==> src/rtl/lvt_timer_pkg.sv <==
package lvt_timer_pkg;

  typedef struct packed {
    logic [13:0] rsvd_hi;
    logic        periodic;
    logic        mask;
    logic        trigger;
    logic        remote_req;
    logic        polarity;
    logic        dlv_status;
    logic        rsvd_11;
    logic [2:0]  mode;
    logic [7:0]  vector;
  } lvt_word_t;

  localparam logic [31:0] LVT_WR_MASK = 32'h0003_A7FF;
  localparam logic [31:0] LVT_RST_VAL = 32'h0001_0000;

  typedef enum logic       {WSEL_LVT = 1'b0, WSEL_INIT = 1'b1} wsel_e;
  typedef enum logic [1:0] {RSEL_LVT = 2'd0, RSEL_INIT = 2'd1, RSEL_CUR = 2'd2, RSEL_NONE = 2'd3} rsel_e;

  typedef struct packed {
    logic       valid;
    logic [7:0] vector;
    logic [2:0] mode;
    logic       level;
  } irq_req_t;

endpackage

==> src/rtl/lvt_timer_regs.sv <==
module lvt_timer_regs
  import lvt_timer_pkg::*;
#(
  parameter int unsigned CNT_W = 32
) (
  input  logic             clk_i,
  input  logic             rst_ni,
  input  logic             wr_en_i,
  input  wsel_e            wr_sel_i,
  input  logic [31:0]      wr_data_i,
  output lvt_word_t        lvt_o,
  output logic [CNT_W-1:0] init_o,
  output logic             load_o,
  output logic [CNT_W-1:0] load_val_o
);

  logic lvt_we;

  assign lvt_we     = wr_en_i && (wr_sel_i == WSEL_LVT);
  assign load_o     = wr_en_i && (wr_sel_i == WSEL_INIT);
  assign load_val_o = wr_data_i[CNT_W-1:0];

  always_ff @(posedge clk_i or negedge rst_ni) begin
    if (!rst_ni) begin
      lvt_o  <= lvt_word_t'(LVT_RST_VAL);
      init_o <= '0;
    end else begin
      // status-type bits are not software writable
      if (lvt_we) lvt_o <= lvt_word_t'(wr_data_i & LVT_WR_MASK);
      if (load_o) init_o <= load_val_o;
    end
  end

endmodule

==> src/rtl/lvt_timer_counter.sv <==
module lvt_timer_counter #(
  parameter int unsigned CNT_W = 32
) (
  input  logic             clk_i,
  input  logic             rst_ni,
  input  logic             tick_i,
  input  logic             load_i,
  input  logic [CNT_W-1:0] load_val_i,
  input  logic [CNT_W-1:0] reload_val_i,
  input  logic             periodic_i,
  output logic [CNT_W-1:0] cnt_o,
  output logic             expire_o
);

  localparam logic [CNT_W-1:0] ONE = CNT_W'(1);

  logic [CNT_W-1:0] cnt_d;

  always_comb begin
    // a load on the same edge wins over expiry
    expire_o = tick_i && !load_i && (cnt_o == ONE);
    cnt_d    = cnt_o;
    if (load_i)                        cnt_d = load_val_i;
    else if (expire_o)                 cnt_d = periodic_i ? reload_val_i : '0;
    else if (tick_i && cnt_o != '0)    cnt_d = cnt_o - ONE;
  end

  always_ff @(posedge clk_i or negedge rst_ni) begin
    if (!rst_ni) cnt_o <= '0;
    else         cnt_o <= cnt_d;
  end

endmodule

==> src/rtl/lvt_timer_req.sv <==
module lvt_timer_req
  import lvt_timer_pkg::*;
(
  input  logic       clk_i,
  input  logic       rst_ni,
  input  logic       expire_i,
  input  logic       mask_i,
  input  logic [7:0] vector_i,
  input  logic [2:0] mode_i,
  input  logic       trigger_i,
  output irq_req_t   req_o
);

  always_ff @(posedge clk_i or negedge rst_ni) begin
    if (!rst_ni) begin
      req_o <= '0;
    end else begin
      req_o.valid <= expire_i && !mask_i;
      if (expire_i && !mask_i) begin
        req_o.vector <= vector_i;
        req_o.mode   <= mode_i;
        req_o.level  <= trigger_i;
      end
    end
  end

endmodule

==> src/rtl/lvt_timer.sv <==
module lvt_timer
  import lvt_timer_pkg::*;
#(
  parameter int unsigned CNT_W = 32
) (
  input  logic        clk_i,
  input  logic        rst_ni,
  input  logic        tick_i,
  input  logic        wr_en_i,
  input  logic        wr_sel_i,
  input  logic [31:0] wr_data_i,
  input  logic [1:0]  rd_sel_i,
  output logic [31:0] rd_data_o,
  output logic        irq_valid_o,
  output logic [7:0]  irq_vector_o,
  output logic [2:0]  irq_mode_o,
  output logic        irq_level_o
);

  lvt_word_t        lvt_q;
  logic [CNT_W-1:0] init_q;
  logic [CNT_W-1:0] cnt_q;
  logic [CNT_W-1:0] load_val;
  logic             load;
  logic             expire;
  irq_req_t         req;

  lvt_timer_regs #(.CNT_W(CNT_W)) i_regs (
    .clk_i      (clk_i),
    .rst_ni     (rst_ni),
    .wr_en_i    (wr_en_i),
    .wr_sel_i   (wsel_e'(wr_sel_i)),
    .wr_data_i  (wr_data_i),
    .lvt_o      (lvt_q),
    .init_o     (init_q),
    .load_o     (load),
    .load_val_o (load_val)
  );

  lvt_timer_counter #(.CNT_W(CNT_W)) i_counter (
    .clk_i        (clk_i),
    .rst_ni       (rst_ni),
    .tick_i       (tick_i),
    .load_i       (load),
    .load_val_i   (load_val),
    .reload_val_i (init_q),
    .periodic_i   (lvt_q.periodic),
    .cnt_o        (cnt_q),
    .expire_o     (expire)
  );

  lvt_timer_req i_req (
    .clk_i     (clk_i),
    .rst_ni    (rst_ni),
    .expire_i  (expire),
    .mask_i    (lvt_q.mask),
    .vector_i  (lvt_q.vector),
    .mode_i    (lvt_q.mode),
    .trigger_i (lvt_q.trigger),
    .req_o     (req)
  );

  always_comb begin
    unique case (rsel_e'(rd_sel_i))
      RSEL_LVT:  rd_data_o = lvt_q;
      RSEL_INIT: rd_data_o = 32'(init_q);
      RSEL_CUR:  rd_data_o = 32'(cnt_q);
      default:   rd_data_o = '0;
    endcase
  end

  assign irq_valid_o  = req.valid;
  assign irq_vector_o = req.vector;
  assign irq_mode_o   = req.mode;
  assign irq_level_o  = req.level;

endmodule

==> config.mk <==
export PLATFORM = sky130hd
export DESIGN_NAME = lvt_timer
export DESIGN_NICKNAME = d
export VERILOG_FILES = /design/src/rtl/lvt_timer_pkg.sv /design/src/rtl/lvt_timer_regs.sv /design/src/rtl/lvt_timer_counter.sv /design/src/rtl/lvt_timer_req.sv /design/src/rtl/lvt_timer.sv
export SDC_FILE = /design/constraint.sdc
export NUM_CORES = 1
export LEC_CHECK = 0
export BUFFER_PORTS_ARGS = -buffer_cell sky130_fd_sc_hd__buf_2
export CORE_MARGIN = 2
export CORE_UTILIZATION = 40
export DETAILED_ROUTE_END_ITERATION = 10
export SETUP_SLACK_MARGIN = 0.4
export SKIP_LAST_GASP = 1
export SYNTH_ARGS = -nofsm -noshare
export SYNTH_HDL_FRONTEND = slang
export SYNTH_SLANG_ARGS = --single-unit
==> constraint.sdc <==
create_clock -name clk_i -period 5 [get_ports clk_i]
set_input_delay 1 -clock clk_i [delete_from_list [all_inputs] [get_ports clk_i]]
set_output_delay 1 -clock clk_i [all_outputs]
set_load 0.01 [all_outputs]
# [Word level (Yosys, flattened, before mapping)]
# Index checks and enable logic that the tools add are counted.
[op_classes] n_addsub=1 n_eq_ne=3 n_mux=5 bitwise=1 reduce_logical=11
[ops] op="32-bit 2-to-1 mux" count=4
[ops] op="32-bit case mux with 3 select lines" count=1
[ops] op="32-bit by 1-bit == test with 1-bit output (second input constant)" count=1
[ops] op="32-bit nonzero test" count=1
[ops] op="32-bit by 1-bit subtractor with 32-bit output (second input constant)" count=1
[ops] op="1-bit logical AND" count=6
[ops] op="3-bit nonzero test" count=1
[ops] op="2-bit by 1-bit == test with 1-bit output (second input constant)" count=1
[ops] op="2-bit == test (second input constant)" count=1
[ops] op="1-bit zero test" count=2
[ops] op="2-bit zero test" count=1
[ops] op="1-bit inverter" count=1
[totals] regBits=92 inputBits=39 out_inout_bits=45 wordCells=33

# [Depth between registers and ports, before layout]
[depth] depth_word=6 depth_mapped=9 mapped_depth_nobuf=7

# [By module]
# From an unflattened synthesis, not the netlist that was laid out.
[unflattened] cells_unflattened=574 area_unflattened_um2=6022.0
[modules_own_cells] mod="lvt_timer_counter" instances=1 cells_each=318 area_per_inst_um2=2532.4 seq_area_each_um2=800.8
[modules_own_cells] mod="lvt_timer_regs" instances=1 cells_each=152 area_per_inst_um2=2174.6 seq_area_each_um2=1177.4
[modules_own_cells] mod="lvt_timer" instances=1 cells_each=77 area_per_inst_um2=787.0 seq_area_each_um2=0.0
[modules_own_cells] mod="lvt_timer_req" instances=1 cells_each=27 area_per_inst_um2=528.0 seq_area_each_um2=325.3

# [Least setup slack after synthesis]
# Ideal clock, no wire load.
[synth_path] path_kind="input to output" from="input rd_sel_i[1]" to="output rd_data_o[0]" t_arrival_ns=2.209 required_ns=4.000 slack_ns=1.791 cell_stages=4 path_buffers=2 cell_sequence="clkbuf_1 -> buf_1 -> mux2i_1 -> o21ai_0"
[synth_via] elab_chain_len=2 word_cells_on_any_way=4 cone_classes="2 x eq/ne; 1 x mux; 1 x reduce/logical"
[synth_rtl] item="from (decl)" line_no="lvt_timer.sv:12" rtl="input logic [1:0] rd_sel_i,"
[synth_rtl] item="2-bit == test, or another cell as far along" line_no="lvt_timer.sv:64" rtl="unique case (rsel_e'(rd_sel_i))"
[synth_rtl] item="32-bit case mux with 3 select lines *" line_no="lvt_timer.sv:64"
[synth_rtl] item="to (decl)" line_no="lvt_timer.sv:13" rtl="output logic [31:0] rd_data_o,"
# Every way passes the cells marked *; elsewhere a longest branch is shown, timed or not.

# [Final worst setup path]
[layout_path] from="input rd_sel_i[0]" to="output rd_data_o[4]"
# The elaborated chain is that of the path after synthesis.

==> results.yml <==
critical_path:
  r2r_start: "i_counter.cnt_o[9]"
  rr_worst_depth: 6
  worst_setup_path_end_kind: "primary output"
  startpoint_type: "input port"
  critPathRequiredTime_ns: 4.00
  rrSetupSlack_ns: 1.63
  rr_endpoint: "i_req.req_o[5]"
  critical_path_peak_fanout: 18
  crit_type: "input port to primary output"
  arrival_ns: 2.77
clock_network:
  root_buffer: "clkbuf_16"
  cts_setup_buffers: 0
  clkTransAtPathRegs_ns: 0.06
  post_cts_resize_count: 0
  clock_latency_ns: 0.35
  h-tree-depth: 3
  cts_tree: "built"
  postCtsHoldBufs: 0
  clock_sinks: 92
  numCtsBuffers: 9
  cts_buffer_depth: 2
power_and_ir_drop:
  ir_drop_v: 0.0002002
  share_comb_of_total_power: 0.210
  power.switching_uw: 697.2
  p_sw_frac: 0.3250
  power.leakage_uw: 0.002865
  power_frac_clock: 0.329
  pwr-share-seq: 0.461
  pwr_density_cell_nw_per_um2: 349.5
  p_int_uw: 1448
  p_total_uw: 2145
synthesis:
  synth_nets: 634
  synth_ff_type: "dfrtp_1"
  yosysTopAreaCell: "dfrtp_1"
  netlist_area_um2: 5339
  ys_seq_area_frac: 0.4315
  yosysWarnings: 0
  synth_cell_type_count: 58
  synth-seq-cells: 92
  synth_edf_count: 0
  synth.area.top_cells: "dfrtp_1 (43%), nand2_1 (10%), mux2_2 (5.3%)"
  ys_async_sr_fraction: 1.000
  syn_area_per_cell_um2: 9.003
  synthCells: 593
  synth_top_area_share: 0.4265
global_route:
  grt_max_degree: 66
  antenna_found_initial: 0
  grt_pass1_wl_um: 25830
  gr-usage-all-layers: 0.2273
  grt_overflow: 0
  grt_pass1_vias: 4925
timing:
  finalHoldViolCount: 0
  setup_violations: 0
  whs_ns: 0.4919
  fin_skew_ns: 0.008318
  slew-limit-headroom: 0.3604
  rsz0062_at_grt: "false"
  setup_tns_ns: 0
  timing.fmax_mhz: 265.3
  finalMaxSlewViolations: 0
  tightest_slew_ns: 0.9594
  fin_crit_ns: 3.769
  worst_slack_ns: 1.231
  fin_crit_sh: 0.7538
layout:
  areaGrowthSynthToFinish_pct: 14.98
  final_cell_area_um2: 6138
  drive_gt1_frac: 0.2328
  num_antenna_cells: 0
  nets: 689
floorplanning:
  die_w_um: 119.5
  rows: 42
  boundaryPins: 84
  die_area_um2: 14290
  start_util: 0.4064
  die_h_um: 119.5
  core_um2: 13140
drt:
  totalWireLength_um: 15460
  antenna_left: 0
  num_vias: 4759
  drtPass1Iterations: 5
  via_per_inst: 5.741
  drt_iter0_markers: 414
  drc: 0
  wl_per_cell_um: 18.65
placed_design:
  placed_cell_area_um2: 5836
  dp_hpwl_um: 10270
  gp_congestion: 0.8630
  portBuffers: 83
  post-place-ws_ns: 1.214
run_status:
  status: "finished, final reports clean"
hold_path:
  holdPathStages: 1
  hold_path.class: "flip-flop to flip-flop"
  min_from: "i_req.req_o[9]"
  min_to: "i_req.req_o[9]"
run:
  max_cap_violations: 0
## cell usage in the layout (no fill, tap or decap), drive strengths merged, types with 10 or more instances in the layout
cell type and n:
nor3 13, buf 94, mux2i 15, a22o 17
mux2 27, nor4 15, nor2 27, nand2 149
clkbuf 11, xor2 12, o21ai 35, a211oi 16
dfrtp 91, a31oi 17, inv 10
## cells in the mapped netlist (all sizes together), types with 3 or more instances
master  number
clkbuf      29
mux2        27
a21oi        8
buf         21
o22ai        3
o22a         6
a31oi       17
o21ai       35
dfrtp       91
xor2        12
nand4        6
nor3        13
inv          9
a211o        7
a221oi       3
a22o        17
o211ai       3
a311oi       5
nor2        27
or4          5
o31ai        3
nor2b        3
nand2      149
mux2i       15
and2         3
nand2b       3
nor4        15
nand3        8
a211oi      16
xnor2        6
## worst max-delay path by stage
stage	start	endpoint	slack [ns]	cells after the start
final	rd_sel_i[0]	rd_data_o[4]	1.23	6
after global routing	rd_sel_i[0]	rd_data_o[3]	1.02	6
after CTS	rd_sel_i[0]	rd_data_o[0]	1.22	6
after detailed placement	rd_sel_i[0]	rd_data_o[0]	1.21	6
after global placement	rd_sel_i[0]	rd_data_o[0]	1.28	6
after floorplan	rd_sel_i[1]	rd_data_o[0]	1.79	4
## final cells by class
| type | count | area [um2] |
|---|---|---|
| clock buffers | 11 | 242.7 |
| clock inverters | 5 | 60.06 |
| fillers | 1295 | 6999 |
| inverters | 9 | 33.78 |
| multi-input cells | 442 | 2778 |
| flip-flops and latches | 92 | 2303 |
| well taps | 176 | 220.2 |
| repair buffers | 94 | 500.5 |
## logic make-up after synthesis
family	Yosys count	synth area share
fa+ha+maj	2	0.004686
compound gates	140	0.1894
xor+xnor	18	0.02953
mux	42	0.08507
buf+inv	59	0.04945
flops	92	0.4315
simple gates	240	0.2105
## power by group through the flow
stage | sequential, uW | clock [uW] | combinational [uW]
floorplan | 937 | 0 | 345
global placement | 994 | 0 | 442
detailed placement | 1000 | 0 | 450
CTS | 986 | 718 | 453
global route | 1010 | 743 | 507
finish | 989 | 705 | 451
## routing by layer
metal  vias up  share of wire  GRT usage
met5         -              0          0
met4         0          0.016    0.08382
met3        19          0.044    0.03470
met2       130           0.47     0.3654
met1      2360           0.47     0.3116
li1       2250              -          -
## stage by stage
step	std cells	utilization
after detailed placement	813	0.4442
after global routing	829	0.4672
after global placement	813	0.4442
after floorplan	593	-
final	829	0.4672
after CTS	829	0.4672
## flip-flops by register name, indices dropped and copies added (netlist names)
signal / cells
i_regs.init_o: 32
i_regs.lvt_o: 15
i_req.req_o: 13
i_counter.cnt_o: 32
## critical path, stage by stage
cell and delay [ns]:
buf_2 0.30, nor2b_2 0.78, buf_4 0.37, nand2_1 0.07, o21ai_0 0.08, buf_2 0.16
No activity file was read; power rests on OpenSTA's default activity.
